<file path="src/rtl/timer_pkg.sv">
package timer_pkg;
  typedef enum logic [2:0] {
    A_CTRL  = 3'd0,
    A_CMPA  = 3'd1,
    A_STAT  = 3'd2,
    A_IMASK = 3'd3,
    A_COUNT = 3'd4,
    A_WDCTL = 3'd5
  } reg_addr_e;

  typedef enum logic [1:0] {
    M_INTERVAL = 2'b00,
    M_PULSE    = 2'b01,
    M_WATCHDOG = 2'b10,
    M_RSVD     = 2'b11
  } mode_e;

  typedef struct packed {
    logic  run;
    logic  clr_stop;
    mode_e mode;
    logic  ie;
    logic  wrap;
    logic  wd_off;
  } cfg_t;
endpackage

</file>
<file path="src/rtl/timer_regs.sv">
module timer_regs
  import timer_pkg::*;
#(
  parameter int CNT_W  = 32,
  parameter int ADDR_W = 3
) (
  input  logic              clk,
  input  logic              rst_n,
  input  logic              bus_wr,
  input  logic [ADDR_W-1:0] bus_addr,
  input  logic [CNT_W-1:0]  bus_wdata,
  input  logic [CNT_W-1:0]  cnt,
  input  logic              flag,
  output cfg_t              cfg,
  output logic [CNT_W-1:0]  cmpa,
  output logic              cfg_wr,
  output logic              stat_clr,
  output logic [CNT_W-1:0]  bus_rdata
);
  localparam int PAD = CNT_W - 4;

  logic wr_ctrl, wr_cmpa, wr_stat, wr_imask, wr_wd;

  always_comb begin
    wr_ctrl  = bus_wr && (bus_addr == A_CTRL);
    wr_cmpa  = bus_wr && (bus_addr == A_CMPA);
    wr_stat  = bus_wr && (bus_addr == A_STAT);
    wr_imask = bus_wr && (bus_addr == A_IMASK);
    wr_wd    = bus_wr && (bus_addr == A_WDCTL);
  end

  assign cfg_wr   = wr_ctrl || wr_cmpa;
  assign stat_clr = wr_stat && !bus_wdata[0];

  always_ff @(posedge clk or negedge rst_n) begin
    if (!rst_n) begin
      cfg  <= '0;
      cmpa <= '0;
    end else begin
      if (wr_ctrl) begin
        cfg.run      <= bus_wdata[0];
        cfg.clr_stop <= bus_wdata[1];
        cfg.mode     <= mode_e'(bus_wdata[3:2]);
      end
      if (wr_cmpa)  cmpa       <= bus_wdata;
      if (wr_imask) begin
        cfg.ie   <= bus_wdata[0];
        cfg.wrap <= bus_wdata[1];
      end
      if (wr_wd)    cfg.wd_off <= bus_wdata[0];
    end
  end

  always_comb begin
    bus_rdata = '0;
    case (bus_addr)
      A_CTRL:  bus_rdata = {{PAD{1'b0}}, cfg.mode, cfg.clr_stop, cfg.run};
      A_CMPA:  bus_rdata = cmpa;
      A_STAT:  bus_rdata[0] = flag;
      A_IMASK: bus_rdata[1:0] = {cfg.wrap, cfg.ie};
      A_COUNT: bus_rdata = cnt;
      A_WDCTL: bus_rdata[0] = cfg.wd_off;
      default: bus_rdata = '0;
    endcase
  end

  // the count register accepts no writes, so a write there leaves the compare value alone
  assert_count_ro_R3: assert property (@(posedge clk) disable iff (!rst_n)
    (bus_wr && bus_addr == A_COUNT) |=> $stable(cmpa));
endmodule

</file>
<file path="src/rtl/timer_core.sv">
module timer_core
  import timer_pkg::*;
#(
  parameter int CNT_W = 32
) (
  input  logic             clk,
  input  logic             rst_n,
  input  logic             tick,
  input  cfg_t             cfg,
  input  logic [CNT_W-1:0] cmpa,
  input  logic             cfg_wr,
  input  logic             stat_clr,
  output logic [CNT_W-1:0] cnt,
  output logic             flag
);
  localparam logic [CNT_W-1:0] ONE = CNT_W'(1);

  logic wd_mode, iv_mode, go, clr, hit, halted;

  always_comb begin
    wd_mode = (cfg.mode == M_WATCHDOG);
    iv_mode = (cfg.mode == M_INTERVAL);
    go      = wd_mode ? !cfg.wd_off : cfg.run;
    clr     = wd_mode ? cfg.wd_off : (!cfg.run && cfg.clr_stop);
    hit     = iv_mode && cfg.run && tick && !halted && (cnt == cmpa);
  end

  always_ff @(posedge clk or negedge rst_n) begin
    if (!rst_n) begin
      cnt <= '0;
    end else if (clr) begin
      cnt <= '0;
    end else if (hit) begin
      if (cfg.wrap) cnt <= '0;
    end else if (go && tick && !halted) begin
      cnt <= cnt + ONE;
    end
  end

  always_ff @(posedge clk or negedge rst_n) begin
    if (!rst_n)                        halted <= 1'b0;
    else if (!cfg.run || cfg_wr || clr) halted <= 1'b0;
    else if (hit && !cfg.wrap)         halted <= 1'b1;
  end

  always_ff @(posedge clk or negedge rst_n) begin
    if (!rst_n)        flag <= 1'b0;
    else if (hit)      flag <= 1'b1;
    else if (stat_clr) flag <= 1'b0;
  end

  assert_idle_hold_R1: assert property (@(posedge clk) disable iff (!rst_n)
    (!tick && !clr) |=> $stable(cnt));

  assert_stop_clear_R2: assert property (@(posedge clk) disable iff (!rst_n)
    (!wd_mode && !cfg.run && cfg.clr_stop) |=> (cnt == '0));

  assert_match_sets_flag_R5: assert property (@(posedge clk) disable iff (!rst_n)
    hit |=> flag);

  assert_flag_sticky_R7: assert property (@(posedge clk) disable iff (!rst_n)
    (flag && !stat_clr) |=> flag);

  assert_wrap_zero_R8: assert property (@(posedge clk) disable iff (!rst_n)
    (hit && cfg.wrap) |=> (cnt == '0));

  assert_halt_park_R9: assert property (@(posedge clk) disable iff (!rst_n)
    (hit && !cfg.wrap && !clr) |=> (cnt == $past(cnt)));

  assert_wd_clear_R11: assert property (@(posedge clk) disable iff (!rst_n)
    (wd_mode && cfg.wd_off) |=> (cnt == '0));

  assert_no_match_outside_iv_R4: assert property (@(posedge clk) disable iff (!rst_n)
    (!iv_mode && !flag) |=> !flag);
endmodule

</file>
<file path="src/rtl/interval_timer.sv">
module interval_timer
  import timer_pkg::*;
#(
  parameter int CNT_W  = 32,
  parameter int ADDR_W = 3
) (
  input  logic              clk,
  input  logic              rst_n,
  input  logic              tick,
  input  logic              bus_wr,
  input  logic [ADDR_W-1:0] bus_addr,
  input  logic [CNT_W-1:0]  bus_wdata,
  output logic [CNT_W-1:0]  bus_rdata,
  output logic              irq,
  output logic              timer_out
);
  cfg_t             cfg;
  logic [CNT_W-1:0] cmpa, cnt;
  logic             cfg_wr, stat_clr, flag;

  timer_regs #(.CNT_W(CNT_W), .ADDR_W(ADDR_W)) u_regs (
    .clk(clk), .rst_n(rst_n), .bus_wr(bus_wr), .bus_addr(bus_addr),
    .bus_wdata(bus_wdata), .cnt(cnt), .flag(flag), .cfg(cfg), .cmpa(cmpa),
    .cfg_wr(cfg_wr), .stat_clr(stat_clr), .bus_rdata(bus_rdata)
  );

  timer_core #(.CNT_W(CNT_W)) u_core (
    .clk(clk), .rst_n(rst_n), .tick(tick), .cfg(cfg), .cmpa(cmpa),
    .cfg_wr(cfg_wr), .stat_clr(stat_clr), .cnt(cnt), .flag(flag)
  );

  assign irq       = flag && cfg.ie;
  assign timer_out = 1'b0;

  // a clearing write with no match drops the interrupt on the following cycle
  assert_irq_drop_R6: assert property (@(posedge clk) disable iff (!rst_n)
    (stat_clr && !(tick && cnt == cmpa)) |=> !irq);
endmodule

</file>
<file path="config.mk">
export PLATFORM = sky130hd
export DESIGN_NAME = interval_timer
export DESIGN_NICKNAME = d
export VERILOG_FILES = /design/src/rtl/timer_pkg.sv /design/src/rtl/timer_regs.sv /design/src/rtl/timer_core.sv /design/src/rtl/interval_timer.sv
export SDC_FILE = /design/constraint.sdc
export NUM_CORES = 1
export LEC_CHECK = 0
export ABC_CLOCK_PERIOD_IN_PS = 1900
export BUFFER_PORTS_ARGS = -buffer_cell sky130_fd_sc_hd__buf_2
export CAP_MARGIN = 30
export CORE_MARGIN = 5
export CORE_UTILIZATION = 40
export DETAILED_ROUTE_END_ITERATION = 8
export HOLD_SLACK_MARGIN = 0.06
export PLACE_DENSITY = 0.61
export SLEW_MARGIN = 10
export SYNTH_ARGS = -nofsm -noshare
export SYNTH_HDL_FRONTEND = slang
export SYNTH_SLANG_ARGS = --single-unit
</file>
<file path="constraint.sdc">
create_clock -name clk -period 1.9 [get_ports clk]
set_input_delay 0.38 -clock clk [delete_from_list [all_inputs] [get_ports clk]]
set_output_delay 0.38 -clock clk [all_outputs]
set_load 0.005 [all_outputs]
</file>
==> results.json, run 1 <==
{
  "synth_edf_count": 0,
  "crit_path_max_fanout": 4,
  "fin_worst_skew_ns": 0.006412,
  "start_kind": "flip-flop",
  "finalSetupViolCount": 32,
  "fp.coreArea_mm2": 0.01098,
  "yosysWarningCount": 0,
  "dr.pass1.iters": 6,
  "syn2layout_area_growth_pct": 37.12,
  "dp_cells": 754,
  "cts.clk_slew.worst_paths_ns": 0.06,
  "grtUsageTotal_pct": 22.23,
  "cts_buffers": 9,
  "htree_levels": 3,
  "max_freq_ghz": 0.5078,
  "instances_no_fill": 775,
  "finalCritPeriodShare_pct": 103.6,
  "vias": 4408,
  "ir_worst_vdd_mv": 0.5804,
  "hold_violations": 0,
  "port_buffers": 71,
  "postRouteAntennaNets": 0,
  "grt_pass1_wl_mm": 23.35,
  "cts_sinks": 73,
  "power_density_mw_per_mm2": 828.8,
  "end_kind": "flip-flop",
  "drive_above_1_share_pct": 41.89,
  "async_flop_share_pct": 100.0,
  "status": "finished, violations left",
  "critical_path_required_ns": 2.12,
  "drv.max_cap_violation_count": 0,
  "synth_top_area_share_pct": 40.32,
  "cts_tree": "built",
  "vias_per_cell": 5.688,
  "rows": 38,
  "drc": 0,
  "place_congestion": 0.8920,
  "final_cell_area_mm2": 0.006212,
  "overflow": 0,
  "ys_types": 46,
  "violations": "setup timing",
  "leakagePower_nw": 3.009,
  "ios": 73,
  "crit_type": "reg -> reg",
  "hp-class": "in -> async",
  "syn-cell-area_mm2": 0.004531,
  "synth.avg_cell_area_um2": 9.439,
  "dpl_cell_area_mm2": 0.005759,
  "slew_violations": 0,
  "yosysMostFrequentCell": "dfrtp_1",
  "wl_mm": 14.49,
  "ctsHoldBuffers": 0,
  "grt_start_max_net_pins": 74,
  "ys.flop_type": "dfrtp_1",
  "root_buffer": "clkbuf_16",
  "grt_pass1_vias": 4441,
  "ys_top_cells_by_count": "73 x dfrtp_1, 34 x mux2_2, 33 x o21ai_0",
  "dr.first_iter.drc_count": 251,
  "diodes": 0,
  "yosys.area.top_type": "dfrtp_1",
  "setup_ws_ns": -0.06935,
  "ys_seq_area_share_pct": 40.32,
  "rsz0062_at_grt": "yes",
  "antenna_found_initial": 0,
  "fill_cells": 972,
  "arrival_ns": 2.19,
  "synthTopCellsByArea": "dfrtp_1 40%, mux2_2 8.5%, a22o_1 5.4%",
  "dpl.hpwl_mm": 10.55,
  "final_nets": 670,
  "clk_latency_ns": 0.33,
  "die_h_um": 116.4,
  "syn_nets": 520,
  "cts_buffer_depth": 2,
  "period_minus_slack_ns": 1.969,
  "start_util_pct": 41.25,
  "dieArea_mm2": 0.01355,
  "synth_seq_cells": 73,
  "hold_slack_ns": 0.06001,
  "wl_per_cell_um": 18.69,
  "die_w_um": 116.4,
  "netlist_instances": 480
}
==> placed cells by master (no fill, tap or decap), types with 17 or more instances in the layout <==
cell,synthesis,layout
buf_4,1,103
o211a_1,17,17
xor2_1,20,20
mux2_2,34,34
nor4_1,21,20
o21ai_0,33,26
dfrtp_1,73,70
o21ai_1,30,27
inv_1,32,32
nand2_1,17,17
buf_2,12,71
a22o_1,28,28
==> routing by layer <==
metal	up-vias	routed length, um	part of all wire [%]	global-route usage, %
li1	2055	-	-	-
met1	2188	6780	47	32.02
met2	146	6707	46	34.74
met3	19	719	5.0	2.591
met4	0	278	1.9	7.657
met5	-	0	0	0
==> state kept, by name, indices dropped and copies added (netlist names) <==
register / count
u_regs.cfg: 7
u_core.halted: 1
u_core.flag: 1
u_core.cnt: 32
u_regs.cmpa: 32
==> final cells by class <==
type	instances	area (um^2)	share of cell area [%]
multi-input cells	331	2497	40.20
flip-flops and latches	73	1831	29.47
repair buffers	183	1282	20.64
clock buffers	11	252.7	4.068
well taps	140	175.2	2.820
inverters	32	120.1	1.934
clock inverters	5	53.80	0.8661
==> what timing repair did <==
| item | 4_1_cts | 5_1_grt |
|---|---|---|
| pin swaps | 5 | 9 |
| gates resized for setup | 10 | 26 |
| setup buffers | 1 | 5 |
| endpoints found under the setup margin | 33 | 35 |
==> critical path, cell delays in order (launching register included) <==
cell       delay (ns)
dfrtp_1          0.42
xor2_1           0.18
nor4_1           0.27
and4_1           0.26
nand4_2          0.13
or2_4            0.29
a2111oi_4        0.31
==> logic make-up (layout without fill, tap and decap cells) <==
group                      count (synthesis)  in the layout  share of synthesized area (%)
adders and majority gates                  1              1                         0.2761
DFF                                       73             73                          40.32
AOI/OAI and AO/OA                        121            121                          18.59
buffers and inverters                     76            231                          6.877
and+or+nand+nor                          133            133                          17.12
xor gates and xnor gates                  32             32                          6.186
other                                      1              1                        0.08277
muxes                                     43             43                          10.55
==> metrics by stage <==
step           TNS [ns]  utilization (%)  power (mW)  worst slack (ns)
5_1_grt          -4.024            56.56       5.365           -0.1647
3_5_place_dp     -4.026            52.44       3.340           -0.1826
2_1_floorplan         0                -       2.629           0.01115
4_1_cts         -0.7340            55.64       5.114          -0.07249
6_report        -0.8383            56.56       5.149          -0.06935
3_3_place_gp     -2.427            52.44       3.307          -0.09561
==> power by group <==
part / switching [mW] / internal (mW)
Sequential: 0.220 / 1.77
Combinational: 0.676 / 0.728
Clock: 0.672 / 1.08
Total: 1.57 / 3.58
==> worst paths after layout <==
check / start / end / slack (ns) / cells after the start
max: u_core.cnt[3] / u_core.halted / -0.07 / 6
min: rst_n / u_regs.cmpa[28] / 0.06 / 2
max reg2reg: u_core.cnt[3] / u_core.halted / -0.07 / 6
min reg2reg: u_regs.cmpa[18] / u_regs.cmpa[18] / 0.54 / 1
max in group asynchronous: rst_n / u_core.cnt[18] / 1.47 / 2
min in group clk: bus_wdata[6] / u_regs.cmpa[6] / 0.26 / 2
(Power assumes the default switching activity.)
==> inputs of run 2 (changes only) <==
Settings changed: ABC_CLOCK_PERIOD_IN_PS 1900 to not set, PLACE_DENSITY 0.61 to 0.58.
==> run 2 against run 1 <==
The run still ends with setup timing left. Maximum frequency increased by 0.23%. Total power decreased by 0.91%. Global-route usage increased by 0.40 points. Flip-flop and latch count unchanged. Sequential share of layout area decreased by 1.0 points. Clock skew decreased by 0.0012 ns. Worst hold slack improved by 0.21 ns. Critical endpoint unchanged.
==> results.json, run 2 (synthesis results as in run 1) <==
{
  "status": "finished, violations left",
  "violations": "setup timing",
  "min_from": "bus_wdata[5]",
  "fin_worst_skew_ns": 0.005229,
  "dr.first_iter.drc_count": 302,
  "cts_sinks": 73,
  "hold_slack_ns": 0.2670,
  "htree_levels": 3,
  "share_comb_of_total_power_pct": 29.6,
  "cellInternalPower_mw": 3.531,
  "path_cells": "xnor2_2 > buf_4 > nand4_1 > nor3_2 > buf_4 > nand4_4 > or2_4 > a2111oi_4",
  "cp_slowest_cell": "dfrtp_1",
  "cts_buffers": 9,
  "die_w_um": 116.4,
  "final_cell_area_mm2": 0.006454,
  "drive_above_1_share_pct": 45.15,
  "place_congestion": 0.8635,
  "grtUsageTotal_pct": 22.63,
  "cts_tree": "built",
  "root_buffer": "clkbuf_16",
  "rsz0062_at_grt": "yes",
  "dpl_cell_area_mm2": 0.005839,
  "hp-class": "in -> reg",
  "hold_violations": 0,
  "start_kind": "flip-flop",
  "vias": 4488,
  "cts.clk_slew.worst_paths_ns": 0.06,
  "overflow": 0,
  "final_nets": 684,
  "port_buffers": 71,
  "reg2reg_from": "u_regs.cmpa[1]",
  "seq_power_share_pct": 39.1,
  "antenna_found_initial": 0,
  "p_sw_share_pct": 30.80,
  "clock_power_share_pct": 31.3,
  "layout_common_cells": "112 x buf_4, 68 x buf_2, 67 x dfrtp_1, 34 x mux2_2, 32 x inv_1",
  "vias_per_cell": 5.688,
  "clk_latency_ns": 0.34,
  "r2r_setup_slack_ns": -0.06,
  "period_minus_slack_ns": 1.965,
  "dr.pass1.iters": 5,
  "die_h_um": 116.4,
  "grt_start_max_net_pins": 43,
  "slew_violations": 0,
  "reg_top3": "u_core.cnt: 32 flops, u_regs.cmpa: 32 flops, u_regs.cfg: 7 flops",
  "dpl.hpwl_mm": 10.68,
  "end_kind": "flip-flop",
  "crit_path_frequent_cell": "buf_4",
  "critical_path_required_ns": 2.13,
  "syn2layout_area_growth_pct": 42.45,
  "grt_pass1_vias": 4447,
  "leakagePower_nw": 3.127,
  "wl_per_cell_um": 19.00,
  "finalSetupViolCount": 31,
  "fp.coreArea_mm2": 0.01098,
  "max_freq_ghz": 0.5090,
  "ios": 73,
  "drv.max_cap_violation_count": 0,
  "cts_buffer_depth": 2,
  "slowest_delay_ns": 0.41,
  "finalCritPeriodShare_pct": 103.4,
  "postRouteAntennaNets": 0,
  "crit_path_max_fanout": 4,
  "power_density_mw_per_mm2": 790.5,
  "dieArea_mm2": 0.01355,
  "diodes": 0,
  "switchingPower_mw": 1.571,
  "startpoint": "u_regs.cmpa[1]",
  "arrival_ns": 2.20,
  "crit_type": "reg -> reg",
  "layout_commonest_cell": "buf_4",
  "setup_ws_ns": -0.06478,
  "wl_mm": 14.99,
  "drc": 0,
  "start_util_pct": 41.25,
  "rows": 38,
  "ir_worst_vdd_mv": 0.6596,
  "grt_pass1_wl_mm": 23.52
}
## run 2: cell count changes in the layout (fill, tap and decap cells not counted), sizes merged
cell,previous run,this run
clkinv,4,3
buf,183,194
dlygate4sd3,0,1
bufinv,1,0
clkbuf,11,15
## run 2: worst paths after layout
check                                   to  cells past startpoint
max in group asynchronous  u_regs.cmpa[11]                      3
setup / recovery             u_core.halted                      8
setup reg to reg             u_core.halted                      8
hold / removal              u_regs.cmpa[5]                      2
hold reg to reg              u_core.cnt[0]                      1
min in group asynchronous  u_regs.cmpa[28]                      2
## run 2: routing by layer
| metal | up-vias | global-route usage [%] | part of all wire, % |
|---|---|---|---|
| met1 | 2197 | 33.21 | 46 |
| met3 | 22 | 3.368 | 6.2 |
| met4 | 0 | 7.657 | 1.8 |
| met5 | - | 0 | 0 |
| li1 | 2085 | - | - |
| met2 | 184 | 34.13 | 46 |
## run 2: area by class of cell
class,count,area [um^2]
Sequential cell,73,1834
Tap cell,140,175.2
Fill cell,932,4529
Timing Repair Buffer,197,1469
Inverter,32,120.1
Multi-Input combinational cell,331,2580
Clock inverter,3,15.01
Clock buffer,13,260.3
## run 2: metrics by stage
stage | TNS (ns) | total power, mW | util, % | setup WS (ns) | instances
after floorplan | 0 | 2.629 | - | 0.01115 | 480
after global placement | -5.020 | 3.347 | 53.17 | -0.1858 | 761
after detailed placement | -6.494 | 3.375 | 53.17 | -0.2312 | 761
after CTS | -1.715 | 5.057 | 57.31 | -0.08668 | 785
after global routing | -4.990 | 5.326 | 58.76 | -0.2047 | 789
final | -1.194 | 5.102 | 58.76 | -0.06478 | 789
## run 2: timing repair
| item | in CTS | in global routing |
|---|---|---|
| cloned | 0 | 3 |
| gates resized for setup | 32 | 33 |
| pin swaps | 3 | 7 |
| hold buffers | 1 | 0 |
| buffers inserted | 7 | 1 |
| endpoints found under the hold margin | 31 | 0 |
| endpoints found under the setup margin | 34 | 63 |
## run 2: power by group through the flow
stage	sequential, mW	combinational, mW	clock, mW
2_1_floorplan	1.94	0.691	0
3_3_place_gp	2.00	1.35	0
3_5_place_dp	2.00	1.37	0
4_1_cts	1.99	1.46	1.61
5_1_grt	2.02	1.63	1.68
6_report	2.00	1.51	1.60
## run 2: critical path, delay by kind of cell (launching register included)
kind            cells  cell delay [ns]
simple gates        4             0.68
flops               1             0.41
buf+inv             2             0.32
compound gates      1             0.28
xor+xnor            1             0.17
